### src/rtl/lcd_seq_pkg.sv
// Package lcd_seq_pkg
// Shared state encoding and delay conversion helpers for the panel sequencer.
// Assumes delays fit in 31 bits once converted to cycles.
package lcd_seq_pkg;

    typedef enum logic [2:0] {
        ST_OFF,
        ST_PANEL,
        ST_DATA,
        ST_DISP,
        ST_RUN,
        ST_DN_BL,
        ST_DN_DISP,
        ST_DN_PANEL
    } seq_state_t;

    // Convert microseconds to clock cycles, never less than one cycle.
    function automatic int us_to_cyc(input int khz, input int us);
        longint t;
        t = (longint'(khz) * longint'(us)) / 1000;
        return (t < 1) ? 1 : int'(t);
    endfunction

    // Larger of two integers.
    function automatic int max_i(input int a, input int b);
        return (a > b) ? a : b;
    endfunction

endpackage

### src/rtl/lcd_seq_timer.sv
// Module lcd_seq_timer
// Counts cycles spent in the current sequencer state. It clears on restart
// and saturates at all ones. Assumes restart is high on the cycle before a
// new state begins.
module lcd_seq_timer #(
    parameter int W = 8
) (
    input  logic         clk,
    input  logic         rst_n,
    input  logic         restart,
    output logic [W-1:0] count
);

    // Elapsed-cycle counter for the current state.
    always_ff @(posedge clk) begin
        if (!rst_n || restart) begin
            count <= '0;
        end else if (count != {W{1'b1}}) begin
            count <= count + 1'b1;
        end
    end

endmodule

### src/rtl/lcd_seq_fsm.sv
// Module lcd_seq_fsm
// Power sequencing state machine. Output levels are decoded from the state
// register only. Assumes all cycle counts are at least 1 and fit in CW bits.
module lcd_seq_fsm
    import lcd_seq_pkg::*;
#(
    parameter int DATA_CYC = 1,
    parameter int DMAX_CYC = 2,
    parameter int DISP_CYC = 1,
    parameter int BL_CYC   = 1,
    parameter int GAP_CYC  = 1,
    parameter int CW       = 8
) (
    input  logic          clk,
    input  logic          rst_n,
    input  logic          pwr_req,
    input  logic          pix_rdy,
    input  logic [CW-1:0] t_cnt,
    output logic          t_restart,
    output logic          panel_pwr,
    output logic          pix_gate,
    output logic          disp_on,
    output logic          bl_run
);

    localparam logic [CW-1:0] LIM_DATA = CW'(DATA_CYC - 1);
    localparam logic [CW-1:0] LIM_DMAX = CW'(DMAX_CYC - 1);
    localparam logic [CW-1:0] LIM_DISP = CW'(DISP_CYC - 1);
    localparam logic [CW-1:0] LIM_BL   = CW'(BL_CYC - 1);
    localparam logic [CW-1:0] LIM_GAP  = CW'(GAP_CYC - 1);

    seq_state_t st_q, st_d;

    // State register.
    always_ff @(posedge clk) begin
        if (!rst_n) st_q <= ST_OFF;
        else        st_q <= st_d;
    end

    // Next-state selection; abort routes follow the stage already reached.
    always_comb begin
        st_d = st_q;
        unique case (st_q)
            ST_OFF:      if (pwr_req) st_d = ST_PANEL;
            ST_PANEL: begin
                if (!pwr_req)                          st_d = ST_DN_PANEL;
                else if (t_cnt >= LIM_DATA && pix_rdy) st_d = ST_DATA;
                else if (t_cnt >= LIM_DMAX)            st_d = ST_DN_PANEL;
            end
            ST_DATA: begin
                if (!pwr_req)               st_d = ST_DN_DISP;
                else if (t_cnt >= LIM_DISP) st_d = ST_DISP;
            end
            ST_DISP: begin
                if (!pwr_req)             st_d = ST_DN_BL;
                else if (t_cnt >= LIM_BL) st_d = ST_RUN;
            end
            ST_RUN:      if (!pwr_req) st_d = ST_DN_BL;
            ST_DN_BL:    if (t_cnt >= LIM_GAP) st_d = ST_DN_DISP;
            ST_DN_DISP:  if (t_cnt >= LIM_GAP) st_d = ST_DN_PANEL;
            ST_DN_PANEL: if (t_cnt >= LIM_GAP) st_d = ST_OFF;
            default:     st_d = ST_OFF;
        endcase
    end

    assign t_restart = (st_d != st_q);

    // Output levels per state.
    always_comb begin
        panel_pwr = (st_q != ST_OFF);
        pix_gate  = (st_q == ST_DATA) || (st_q == ST_DISP) || (st_q == ST_RUN) ||
                    (st_q == ST_DN_BL) || (st_q == ST_DN_DISP);
        disp_on   = (st_q == ST_DISP) || (st_q == ST_RUN) || (st_q == ST_DN_BL);
        bl_run    = (st_q == ST_RUN);
    end

endmodule

### src/rtl/lcd_bl_pwm.sv
// Module lcd_bl_pwm
// Backlight PWM with 255 steps per period, each step DIV cycles long.
// The period restarts, high part first, whenever en rises.
module lcd_bl_pwm #(
    parameter int DIV = 1
) (
    input  logic       clk,
    input  logic       rst_n,
    input  logic       en,
    input  logic [7:0] duty,
    output logic       pwm
);

    localparam int PW = (DIV > 1) ? $clog2(DIV) : 1;
    localparam logic [PW-1:0] PRE_LAST = PW'(DIV - 1);

    logic [PW-1:0] pre_q;
    logic [7:0]    step_q;

    // Prescaler and step counter, held at zero while disabled.
    always_ff @(posedge clk) begin
        if (!rst_n || !en) begin
            pre_q  <= '0;
            step_q <= '0;
        end else if (pre_q == PRE_LAST) begin
            pre_q  <= '0;
            step_q <= (step_q == 8'd254) ? 8'd0 : step_q + 8'd1;
        end else begin
            pre_q  <= pre_q + 1'b1;
        end
    end

    // Compare the current step against the duty value.
    always_comb pwm = en && (step_q < duty);

endmodule

### src/rtl/lcd_power_seq.sv
// Module lcd_power_seq
// Top of the display panel power sequencer. It converts microsecond delays
// to cycles and joins the state machine, its state timer and the backlight
// PWM. Assumes pwr_req and pix_rdy are synchronous to clk.
module lcd_power_seq
    import lcd_seq_pkg::*;
#(
    parameter int CLK_KHZ     = 50000,
    parameter int DATA_US     = 1000,
    parameter int DATA_MAX_US = 100000,
    parameter int DISP_US     = 1,
    parameter int BL_US       = 160000,
    parameter int GAP_US      = 1000,
    parameter int PWM_DIV     = 64
) (
    input  logic       clk,
    input  logic       rst_n,
    input  logic       pwr_req,
    input  logic       pix_rdy,
    input  logic [7:0] duty,
    output logic       panel_pwr,
    output logic       pix_gate,
    output logic       disp_on,
    output logic       bl_pwm,
    output logic       seq_ready
);

    localparam int DATA_CYC = us_to_cyc(CLK_KHZ, DATA_US);
    localparam int DMAX_CYC = max_i(us_to_cyc(CLK_KHZ, DATA_MAX_US), DATA_CYC);
    localparam int DISP_CYC = us_to_cyc(CLK_KHZ, DISP_US);
    localparam int BL_CYC   = us_to_cyc(CLK_KHZ, BL_US);
    localparam int GAP_CYC  = us_to_cyc(CLK_KHZ, GAP_US);
    localparam int MAX_CYC  = max_i(max_i(DMAX_CYC, DISP_CYC), max_i(BL_CYC, GAP_CYC));
    localparam int CW       = $clog2(MAX_CYC + 1);

    logic          t_restart;
    logic [CW-1:0] t_cnt;
    logic          bl_run;

    lcd_seq_timer #(.W(CW)) u_timer (
        .clk     (clk),
        .rst_n   (rst_n),
        .restart (t_restart),
        .count   (t_cnt)
    );

    lcd_seq_fsm #(
        .DATA_CYC (DATA_CYC),
        .DMAX_CYC (DMAX_CYC),
        .DISP_CYC (DISP_CYC),
        .BL_CYC   (BL_CYC),
        .GAP_CYC  (GAP_CYC),
        .CW       (CW)
    ) u_fsm (
        .clk       (clk),
        .rst_n     (rst_n),
        .pwr_req   (pwr_req),
        .pix_rdy   (pix_rdy),
        .t_cnt     (t_cnt),
        .t_restart (t_restart),
        .panel_pwr (panel_pwr),
        .pix_gate  (pix_gate),
        .disp_on   (disp_on),
        .bl_run    (bl_run)
    );

    lcd_bl_pwm #(.DIV(PWM_DIV)) u_pwm (
        .clk   (clk),
        .rst_n (rst_n),
        .en    (bl_run),
        .duty  (duty),
        .pwm   (bl_pwm)
    );

    assign seq_ready = bl_run;

endmodule

### config.mk
export PLATFORM = sky130hd
export DESIGN_NAME = lcd_power_seq
export DESIGN_NICKNAME = d
export VERILOG_FILES = /design/src/rtl/lcd_seq_pkg.sv /design/src/rtl/lcd_seq_timer.sv /design/src/rtl/lcd_seq_fsm.sv /design/src/rtl/lcd_bl_pwm.sv /design/src/rtl/lcd_power_seq.sv
export SDC_FILE = /design/constraint.sdc
export NUM_CORES = 1
export LEC_CHECK = 0
export BUFFER_PORTS_ARGS = -buffer_cell sky130_fd_sc_hd__buf_2
export CAP_MARGIN = 15
export CELL_PAD_IN_SITES_DETAIL_PLACEMENT = 0
export CELL_PAD_IN_SITES_GLOBAL_PLACEMENT = 2
export CORE_UTILIZATION = 36
export CTS_CLUSTER_SIZE = 10
export DETAILED_ROUTE_END_ITERATION = 6
export PLACE_DENSITY = 0.82
export SETUP_SLACK_MARGIN = 0.05
export SLEW_MARGIN = 20
export SYNTH_ARGS = -nofsm -noshare
export SYNTH_HDL_FRONTEND = slang
export SYNTH_SLANG_ARGS = --single-unit
### constraint.sdc
create_clock -name clk -period 2.65 [get_ports clk]
set_input_delay 0.3975 -clock clk [delete_from_list [all_inputs] [get_ports clk]]
set_output_delay 0.3975 -clock clk [all_outputs]
set_load 0.02 [all_outputs]
==> flow_metrics.tcl, run 1 <==
set metrics [dict create \
    gr-total-overflow 0 \
    post_cts_resized 0 \
    dp_cells 434 \
    layout.nets 370 \
    netSwitchingFraction_pct 33.78 \
    p_seq_share_pct 41.5 \
    cts.sinks 40 \
    die_w_um 86.49 \
    slew_viol_final 0 \
    path_clk_slew_ns 0.08 \
    dp_hpwl_um 4419 \
    drive_gt1_share_pct 12.68 \
    rows 30 \
    hold_viol_final 0 \
    syn-cell-area_sq_mm 0.002570 \
    synthToLayoutAreaGrowth_pct 12.37 \
    async_flop_share_pct 0 \
    grt_util_all_layers_pct 17.55 \
    p_per_area_mw_per_mm2 571.0 \
    syn_inst 330 \
    maxCapViolations 0 \
    numCtsBuffers 5 \
    synth_edf_count 0 \
    clock_skew_ns 0.01274 \
    antenna_found_initial 0 \
    start_util_pct 37.62 \
    postRouteAntennaNets 0 \
    power_leakage_uw 0.001138 \
    cp-start-kind "flop" \
    detailedPlace.worstSlack_ns 0.1829 \
    drc 0 \
    yosysWarnings 0 \
    yosysSeqAreaShare_pct 31.16 \
    grt_pass1_vias 2194 \
    synth-seq-cells 40 \
    period_share_pct 94.79 \
    synth_cell_type_count 57 \
    cts_buffer_depth 2 \
    yosys_most_used_dff "dfxtp_1" \
    syn_nets 354 \
    drt-initial-drc-count 172 \
    dieArea_sq_mm 0.007481 \
    slew_headroom_pct 51.54 \
    fin_cells 443 \
    fp.dieH_um 86.49 \
    fin_ws_ns 0.1382 \
    avgSynthCellArea_sq_um 7.788 \
    crit_fanout 11 \
    power_uw 1649 \
    ios 17 \
    final.setup.tns_ns 0 \
    grt_first_pass_wirelength_um 10430 \
    clock.fmax_ghz 0.3981 \
    power_switching_uw 557.1 \
    grt_start_max_net_pins 24 \
    pwr-share-clk_pct 30.1 \
    cp.required_ns 2.83 \
    end_kind "flop" \
    final_common_cell "nor2_1" \
    status "completed" \
    holdBufCountCts 0 \
    p_int_uw 1092 \
    io_buffers 16 \
    critPathKind "reg2reg" \
    detail_route.wl_per_cell_um 13.91 \
    post_cts_buffers 0 \
    hp-class "in2reg" \
    final_cell_mix "54 x nor2_1, 40 x dfxtp_1, 30 x nand2_1" \
    rsz0062_at_grt "yes" \
    root_buffer "clkbuf_8" \
    min_period_ns 2.512 \
    num_vias 2288 \
    dr.pass1.iters 4 \
    seq_area_sq_um 800.8 \
    clock_latency_ns 0.30 \
    via_per_inst 5.165 \
    design.core.area_sq_mm 0.006832 \
    tightest_slew_ns 0.7203 \
    globalplace.congestion 0.8906 \
    routed_wirelength_um 6162 \
    h-tree-depth 2 \
    setup-violations-final 0 \
    multiInputGateArea_sq_mm 0.001637 \
    num-fill-cells 759 \
    cts_tree "yes" \
    crit_arrival_ns 2.69 \
    diodes 0 \
    ir_drop_mv 0.2413 \
    p_comb_share_pct 28.4 \
]
critical path, cell delays in order (launching register included):
cell	delay, ns
dfxtp_1	0.39
or4_4	0.57
nor4_4	0.23
nand2b_1	0.17
o211a_1	0.24
o32ai_2	0.32
nand4b_2	0.38
nor2_1	0.09
layer usage:
layer / global-route usage [%] / wire length [um]
met1: 24.04 / 3160
met2: 27.71 / 2730
met3: 3.429 / 195
met4: 5.758 / 76
met5: 0 / 0
registers in the layout, indices dropped and copies added, names as in the netlist:
name	count
u_timer.count	23
u_pwm.step_q	8
u_fsm.st_q	3
u_pwm.pre_q	6
final timing paths:
check | from | endpoint | slack [ns] | depth (start not counted)
max | u_timer.count[17]$_SDFFE_PP0P_ | u_timer.count[10]$_SDFFE_PP0P_ | 0.14 | 7
min | rst_n | u_fsm.st_q[2]$_SDFF_PN0_ | 0.39 | 2
max reg2reg | u_timer.count[17]$_SDFFE_PP0P_ | u_timer.count[10]$_SDFFE_PP0P_ | 0.14 | 7
min reg2reg | u_pwm.pre_q[0]$_SDFF_PP0_ | u_pwm.pre_q[0]$_SDFF_PP0_ | 0.44 | 1
power by group through the flow:
stage | clock (uW) | sequential, uW | combinational (uW)
floorplan | 0 | 671 | 362
global placement | 0 | 698 | 454
detailed placement | 0 | 698 | 448
CTS | 522 | 684 | 450
global route | 548 | 691 | 525
finish | 496 | 684 | 468
cell usage after synthesis (5+ instances only):
master | n | area (sq um)
nor4_1 | 5 | 31.28
o21ai_0 | 8 | 40.04
inv_1 | 16 | 60.06
ha_1 | 12 | 150.1
nor3_1 | 11 | 55.05
or3_1 | 5 | 31.28
xor2_1 | 18 | 157.7
clkbuf_1 | 16 | 60.06
and3_1 | 6 | 37.54
a31oi_1 | 5 | 31.28
nand3_1 | 15 | 75.07
and4_1 | 7 | 61.31
a21oi_1 | 13 | 65.06
nor2_1 | 54 | 202.7
nand2_1 | 30 | 112.6
nand4_1 | 10 | 62.56
dfxtp_1 | 40 | 800.8
xnor2_1 | 9 | 78.83
stage by stage:
stage	cell area (sq um)	hold WS [ns]	util, %
floorplan	2570	0.4176	-
global placement	2765	0.4320	40.48
detailed placement	2765	0.4398	40.48
CTS	2873	0.3858	42.05
global route	2888	0.3876	42.27
finish	2888	0.3941	42.27
kinds of logic after synthesis:
group | Yosys count | share of synthesized area (%)
AO/OA/AOI/OAI | 54 | 15.19
XOR/XNOR | 27 | 9.202
adder cells (fa/ha/maj) | 12 | 5.842
buffers and inverters | 35 | 5.745
flip-flops | 40 | 31.16
AND/OR/NAND/NOR | 162 | 32.86
final cells by class:
cell class | instances | share of cell area, %
multi-input cells | 256 | 56.67
flip-flops and latches | 40 | 27.73
repair buffers | 27 | 5.633
well taps | 96 | 4.159
clock buffers | 6 | 2.513
inverters | 16 | 2.080
clock inverters | 2 | 1.213
Note: power is estimated with default switching activity, not from simulation.
==> inputs of run 2 (changes only) <==
==> constraint.sdc (replaced) <==
create_clock -name clk -period 2.72 [get_ports clk]
set_input_delay 0.408 -clock clk [delete_from_list [all_inputs] [get_ports clk]]
set_output_delay 0.408 -clock clk [all_outputs]
set_load 0.02 [all_outputs]
==> flow_metrics.tcl, run 2 (synthesis results as in run 1) <==
set metrics [dict create \
    status "completed" \
    ios 17 \
    hp-class "in2reg" \
    routed_wirelength_um 6156 \
    clock.fmax_ghz 0.3982 \
    reg_top3 "u_timer.count x23, u_pwm.step_q x8, u_pwm.pre_q x6" \
    dr.pass1.iters 4 \
    p_seq_share_pct 43.4 \
    r2r-start "u_timer.count[16]$_SDFFE_PP0P_" \
    p_comb_share_pct 29.4 \
    via_per_inst 5.336 \
    crit_arrival_ns 2.68 \
    post_cts_resized 0 \
    grt_pass1_vias 2175 \
    design.core.area_sq_mm 0.006832 \
    h-tree-depth 2 \
    p_int_uw 990.9 \
    final_cell_mix "54 x nor2_1, 40 x dfxtp_1, 30 x nand2_1" \
    gr-total-overflow 0 \
    r2r_slack_ns 0.21 \
    min_period_ns 2.511 \
    maxCapViolations 0 \
    root_buffer "clkbuf_8" \
    detail_route.wl_per_cell_um 13.99 \
    slew_headroom_pct 49.02 \
    final.setup.tns_ns 0 \
    cts_buffer_depth 2 \
    period_share_pct 92.32 \
    largest-register "u_timer.count" \
    power_switching_uw 546.0 \
    die_w_um 86.49 \
    rr_worst_depth 7 \
    dieArea_sq_mm 0.007481 \
    grt_first_pass_wirelength_um 10290 \
    pwr-share-clk_pct 27.2 \
    holdBufCountCts 0 \
    clock_latency_ns 0.29 \
    crit_fanout 11 \
    clock_skew_ns 0.01092 \
    netSwitchingFraction_pct 35.53 \
    post_dp_cell_area_sq_mm 0.002743 \
    rows 30 \
    diodes 0 \
    start_util_pct 37.62 \
    cts_tree "yes" \
    cp-start-kind "flop" \
    num-fill-cells 730 \
    tightest_slew_ns 0.7577 \
    grt_start_max_net_pins 24 \
    postLayoutCoreUtil_pct 41.72 \
    path_clk_slew_ns 0.08 \
    end_kind "flop" \
    rsz0062_at_grt "yes" \
    io_buffers 16 \
    layout.nets 367 \
    design_area_sq_mm 0.002850 \
    hold_start "rst_n" \
    power_leakage_uw 0.001119 \
    drt-initial-drc-count 107 \
    post_cts_buffers 0 \
    grt_util_all_layers_pct 17.31 \
    hold_end "u_fsm.st_q[0]$_SDFF_PN0_" \
    setup-violations-final 0 \
    drive_gt1_share_pct 12.21 \
    final_common_cell "nor2_1" \
    cp.required_ns 2.89 \
    fp.dieH_um 86.49 \
    slew_viol_final 0 \
    synthToLayoutAreaGrowth_pct 10.91 \
    postRouteAntennaNets 0 \
    p_per_area_mw_per_mm2 539.2 \
    dp_hpwl_um 4425 \
    hold_viol_final 0 \
    numCtsBuffers 5 \
    globalplace.congestion 0.8787 \
    drc 0 \
    largest_reg_flops 23 \
    whs_path_depth 3 \
    critPathKind "reg2reg" \
    r2r_end "u_timer.count[4]$_SDFFE_PP0P_" \
    ir_drop_mv 0.2892 \
    num_vias 2348 \
    antenna_found_initial 0 \
    cts.sinks 40 \
]
## run 2: cell types whose count changed in the layout (fill, tap and decap cells not counted), sizes merged
cell,change
bufinv,-1
buf,-3
clkinv,+1
## run 2: critical path: stages, from the launching register on
cell	delay [ns]
dfxtp_1	0.38
or4_4	0.59
nor4_4	0.22
nand2b_1	0.16
o211a_1	0.24
o32ai_2	0.35
nand4b_2	0.38
nor2_1	0.08
## run 2: power by group through the flow
stage	combinational [uW]	sequential, uW	clock [uW]
finish	451	667	418
floorplan	353	654	0
detailed placement	432	680	0
global route	505	675	456
global placement	440	679	0
CTS	434	666	433
## run 2: worst max-delay path by stage
stage | endpoint | startpoint | slack (ns)
after global routing | u_timer.count[7]$_SDFFE_PP0P_ | u_timer.count[17]$_SDFFE_PP0P_ | 0.03
after global placement | u_timer.count[18]$_SDFFE_PP0P_ | u_timer.count[17]$_SDFFE_PP0P_ | 0.24
final | u_timer.count[4]$_SDFFE_PP0P_ | u_timer.count[16]$_SDFFE_PP0P_ | 0.21
after detailed placement | u_timer.count[16]$_SDFFE_PP0P_ | u_timer.count[16]$_SDFFE_PP0P_ | 0.25
after floorplan | u_timer.count[1]$_SDFFE_PP0P_ | u_timer.count[16]$_SDFFE_PP0P_ | 0.57
after CTS | u_timer.count[16]$_SDFFE_PP0P_ | u_timer.count[17]$_SDFFE_PP0P_ | 0.22
## run 2: layout make-up
cell class	instances	area (sq um)	area share, %
Sequential cell	40	800.8	28.09
Inverter	16	60.06	2.107
Timing Repair Buffer	24	140.1	4.917
Multi-Input combinational cell	256	1637	57.42
Clock inverter	2	10.01	0.3512
Tap cell	96	120.1	4.214
Clock buffer	6	82.58	2.897
## run 2: routing by layer
metal  share of wire [%]  GRT usage, %
met5                   0             0
met3                 4.6         2.667
met4                 1.4         7.273
met2                  43         26.33
met1                  51         24.34
## run 2: metrics by stage
stage	hold WS [ns]	worst slack (ns)	std cells	total power, uW
global placement	0.4309	0.2353	431	1120
CTS	0.3824	0.2179	439	1533
global route	0.3877	0.03101	440	1636
finish	0.4000	0.2088	440	1537
detailed placement	0.4377	0.2482	431	1112
floorplan	0.4176	0.5650	330	1007
==> inputs of run 3 (changes only) <==
--- a/config.mk
+++ b/config.mk
@@ -5,14 +5,15 @@
 export SDC_FILE = /design/constraint.sdc
 export NUM_CORES = 1
 export LEC_CHECK = 0
-export BUFFER_PORTS_ARGS = -buffer_cell sky130_fd_sc_hd__buf_2
+export ABC_AREA = 1
 export CAP_MARGIN = 15
 export CELL_PAD_IN_SITES_DETAIL_PLACEMENT = 0
 export CELL_PAD_IN_SITES_GLOBAL_PLACEMENT = 2
-export CORE_UTILIZATION = 36
+export CORE_UTILIZATION = 35
 export CTS_CLUSTER_SIZE = 10
 export DETAILED_ROUTE_END_ITERATION = 6
-export PLACE_DENSITY = 0.82
+export DONT_BUFFER_PORTS = 1
+export PLACE_DENSITY = 0.83
 export SETUP_SLACK_MARGIN = 0.05
 export SLEW_MARGIN = 20
 export SYNTH_ARGS = -nofsm -noshare
==> flow_metrics.tcl, run 3 <==
set metrics [dict create \
    fin_ws_ns 0.3646 \
    hold_start "rst_n" \
    rows 33 \
    num-fill-cells 882 \
    p_per_area_mw_per_mm2 550.8 \
    largest-register "u_timer.count" \
    num_vias 2736 \
    synthToLayoutAreaGrowth_pct 7.512 \
    final_common_cell "nand2_1" \
    cp-start-kind "flop" \
    r2r_end "u_timer.count[17]$_SDFFE_PP0P_" \
    die_w_um 93.52 \
    postRouteAntennaNets 0 \
    largest_reg_flops 23 \
    setup-violations-final 0 \
    synth-xor-area-share_pct 4.780 \
    final.setup.tns_ns 0 \
    fp.dieH_um 93.52 \
    clock_skew_ns 0.01230 \
    syn_nets 489 \
    synthSimpleGateAreaFrac_pct 45.28 \
    io_buffers 0 \
    reg_top3 "u_timer.count x23, u_pwm.step_q x8, u_pwm.pre_q x6" \
    cp_cell_sequence "ha_1 > a21boi_0 > o211ai_1 > nand2_1 > a21oi_1 > o21bai_1 > a31oi_1" \
    post_cts_buffers 0 \
    crit_family "compound AO/OA/AOI/OAI gates" \
    grt_start_max_net_pins 24 \
    yosysWarnings 0 \
    yosys_most_used_dff "dfxtp_1" \
    clock_latency_ns 0.30 \
    slowest_delay_ns 0.40 \
    synth_area_leaders "dfxtp_1 27%, nand2_1 14%, nor2_1 9.7%" \
    detail_route.wl_per_cell_um 12.46 \
    dr.pass1.iters 5 \
    period_share_pct 86.60 \
    numCtsBuffers 5 \
    drc 0 \
    cp.required_ns 2.31 \
    ios 17 \
    routed_wirelength_um 7138 \
    root_buffer "clkbuf_8" \
    multiInputGateArea_sq_mm 0.001818 \
    layout.nets 491 \
    tightest_slew_ns 0.6273 \
    grt_pass1_vias 2563 \
    gr-total-overflow 0 \
    synth_cell_type_count 32 \
    slew_viol_final 0 \
    synth_adder_area_share_pct 5.122 \
    cts.sinks 40 \
    r2r-start "u_timer.count[0]$_SDFFE_PP0P_" \
    slew_headroom_pct 57.74 \
    syn-cell-area_sq_mm 0.002932 \
    synth_top_family_by_area "simple AND/OR/NAND/NOR gates" \
    diodes 0 \
    synth_top_area_cell "dfxtp_1" \
    path_depth 7 \
    power_leakage_uw 0.001354 \
    detailedPlace.worstSlack_ns 0.5215 \
    dp_hpwl_um 5631 \
    status "completed" \
    synth.mux.area_fraction_pct 0 \
    worst_path_max_delay_cell "dfxtp_1" \
    rr_worst_depth 16 \
    hold_viol_final 0 \
    crit_arrival_ns 1.95 \
    final_cell_mix "109 x nand2_1, 76 x nor2_1, 64 x inv_1" \
    synth-seq-cells 40 \
    seq_area_sq_um 800.8 \
    start_util_pct 35.86 \
    crit_fanout 4 \
    min_period_ns 2.355 \
    whs_path_depth 2 \
    critPathKind "reg2out" \
    synth_edf_count 0 \
    via_per_inst 4.775 \
    end_kind "primary output" \
    dieArea_sq_mm 0.008746 \
    r2r_slack_ns 0.53 \
    ir_drop_mv 0.2601 \
    post_cts_resized 0 \
    drt-initial-drc-count 167 \
    globalplace.congestion 0.8302 \
    syn_inst 465 \
    path_clk_slew_ns 0.09 \
    cts_tree "yes" \
    cts_buffer_depth 2 \
    synth_commonest_cells "109 x nand2_1, 76 x nor2_1, 64 x inv_1" \
    holdBufCountCts 0 \
    rsz0062_at_grt "no" \
    avgSynthCellArea_sq_um 6.304 \
    maxCapViolations 0 \
    h-tree-depth 2 \
    cp.buffers_inverters 0 \
    design.core.area_sq_mm 0.008175 \
    grt_first_pass_wirelength_um 12100 \
    yosysTopAreaCellShare_pct 27.32 \
    hold_end "u_fsm.st_q[0]$_SDFF_PN0_" \
    clock.fmax_ghz 0.4245 \
    hp-class "in2reg" \
    grt_util_all_layers_pct 17.71 \
    yosysSeqAreaShare_pct 27.32 \
    yosysMostFrequentCell "nand2_1" \
    drive_gt1_share_pct 12.39 \
    async_flop_share_pct 0 \
    synth_compound_area_share_pct 6.829 \
    antenna_found_initial 0 \
]
[run 3: worst max path at each step]
stage,startpoint,endpoint,slack (ns)
after global routing,u_pwm.step_q[1]$_SDFFE_PP0P_,bl_pwm,0.21
after CTS,u_pwm.step_q[1]$_SDFFE_PP0P_,bl_pwm,0.35
after detailed placement,u_timer.count[0]$_SDFFE_PP0P_,u_timer.count[7]$_SDFFE_PP0P_,0.52
after floorplan,duty[1],bl_pwm,0.75
final,u_pwm.step_q[1]$_SDFFE_PP0P_,bl_pwm,0.36
after global placement,u_timer.count[0]$_SDFFE_PP0P_,u_timer.count[6]$_SDFFE_PP0P_,0.53
[run 3: cell families after synthesis]
| family | after synthesis |
|---|---|
| and+or+nand+nor | 287 |
| buffers and inverters | 76 |
| DFF | 40 |
| AOI/OAI and AO/OA | 34 |
| xor gates and xnor gates | 16 |
| adders and majority gates | 12 |
[run 3: worst reg2reg max path, cell delays in order (launching register included)]
cell	delay [ns]
dfxtp_1	0.43
ha_1	0.22
inv_1	0.07
nor2_4	0.13
nand2_2	0.09
nor2_4	0.15
nand3_2	0.12
nand4_1	0.12
nand2_2	0.08
nor2_4	0.10
nand2_1	0.06
nand2_1	0.05
nand2_1	0.06
nor2_2	0.11
nand2_2	0.07
buf_12	0.17
nor2_2	0.09
[run 3: report_power, final]
part / total, uW / switching, uW / leakage (uW) / internal [uW]
sequential: 667 / 52.7 / 0.000323 / 615
clock: 504 / 232 / 0.0000541 / 272
combinational: 565 / 394 / 0.000977 / 171
total: 1740 / 679 / 0.00135 / 1060
[run 3: final cells by class]
| class | count | share of cell area, % |
|---|---|---|
| clock buffers | 5 | 2.183 |
| clock inverters | 3 | 1.350 |
| inverters | 68 | 8.098 |
| multi-input cells | 349 | 57.68 |
| flip-flops and latches | 40 | 25.41 |
| well taps | 105 | 4.168 |
| repair buffers | 3 | 1.112 |
[run 3: routing by layer]
metal | global-route usage [%] | share of wire, % | up-vias
li1 | - | - | 1468
met1 | 24.49 | 51 | 1197
met2 | 28.37 | 44 | 63
met3 | 2.683 | 3.9 | 8
met4 | 5.128 | 1.4 | 0
met5 | 0 | 0 | -
[run 3: through the flow]
step | utilization (%) | total power (uW) | std cells | instance area, sq um | hold slack (ns)
floorplan | - | 1133 | 465 | 2932 | 0.4303
global placement | 37.19 | 1254 | 565 | 3040 | 0.4458
detailed placement | 37.19 | 1249 | 565 | 3040 | 0.4568
CTS | 38.55 | 1757 | 573 | 3152 | 0.2095
global route | 38.55 | 1847 | 573 | 3152 | 0.2199
finish | 38.55 | 1736 | 573 | 3152 | 0.2125
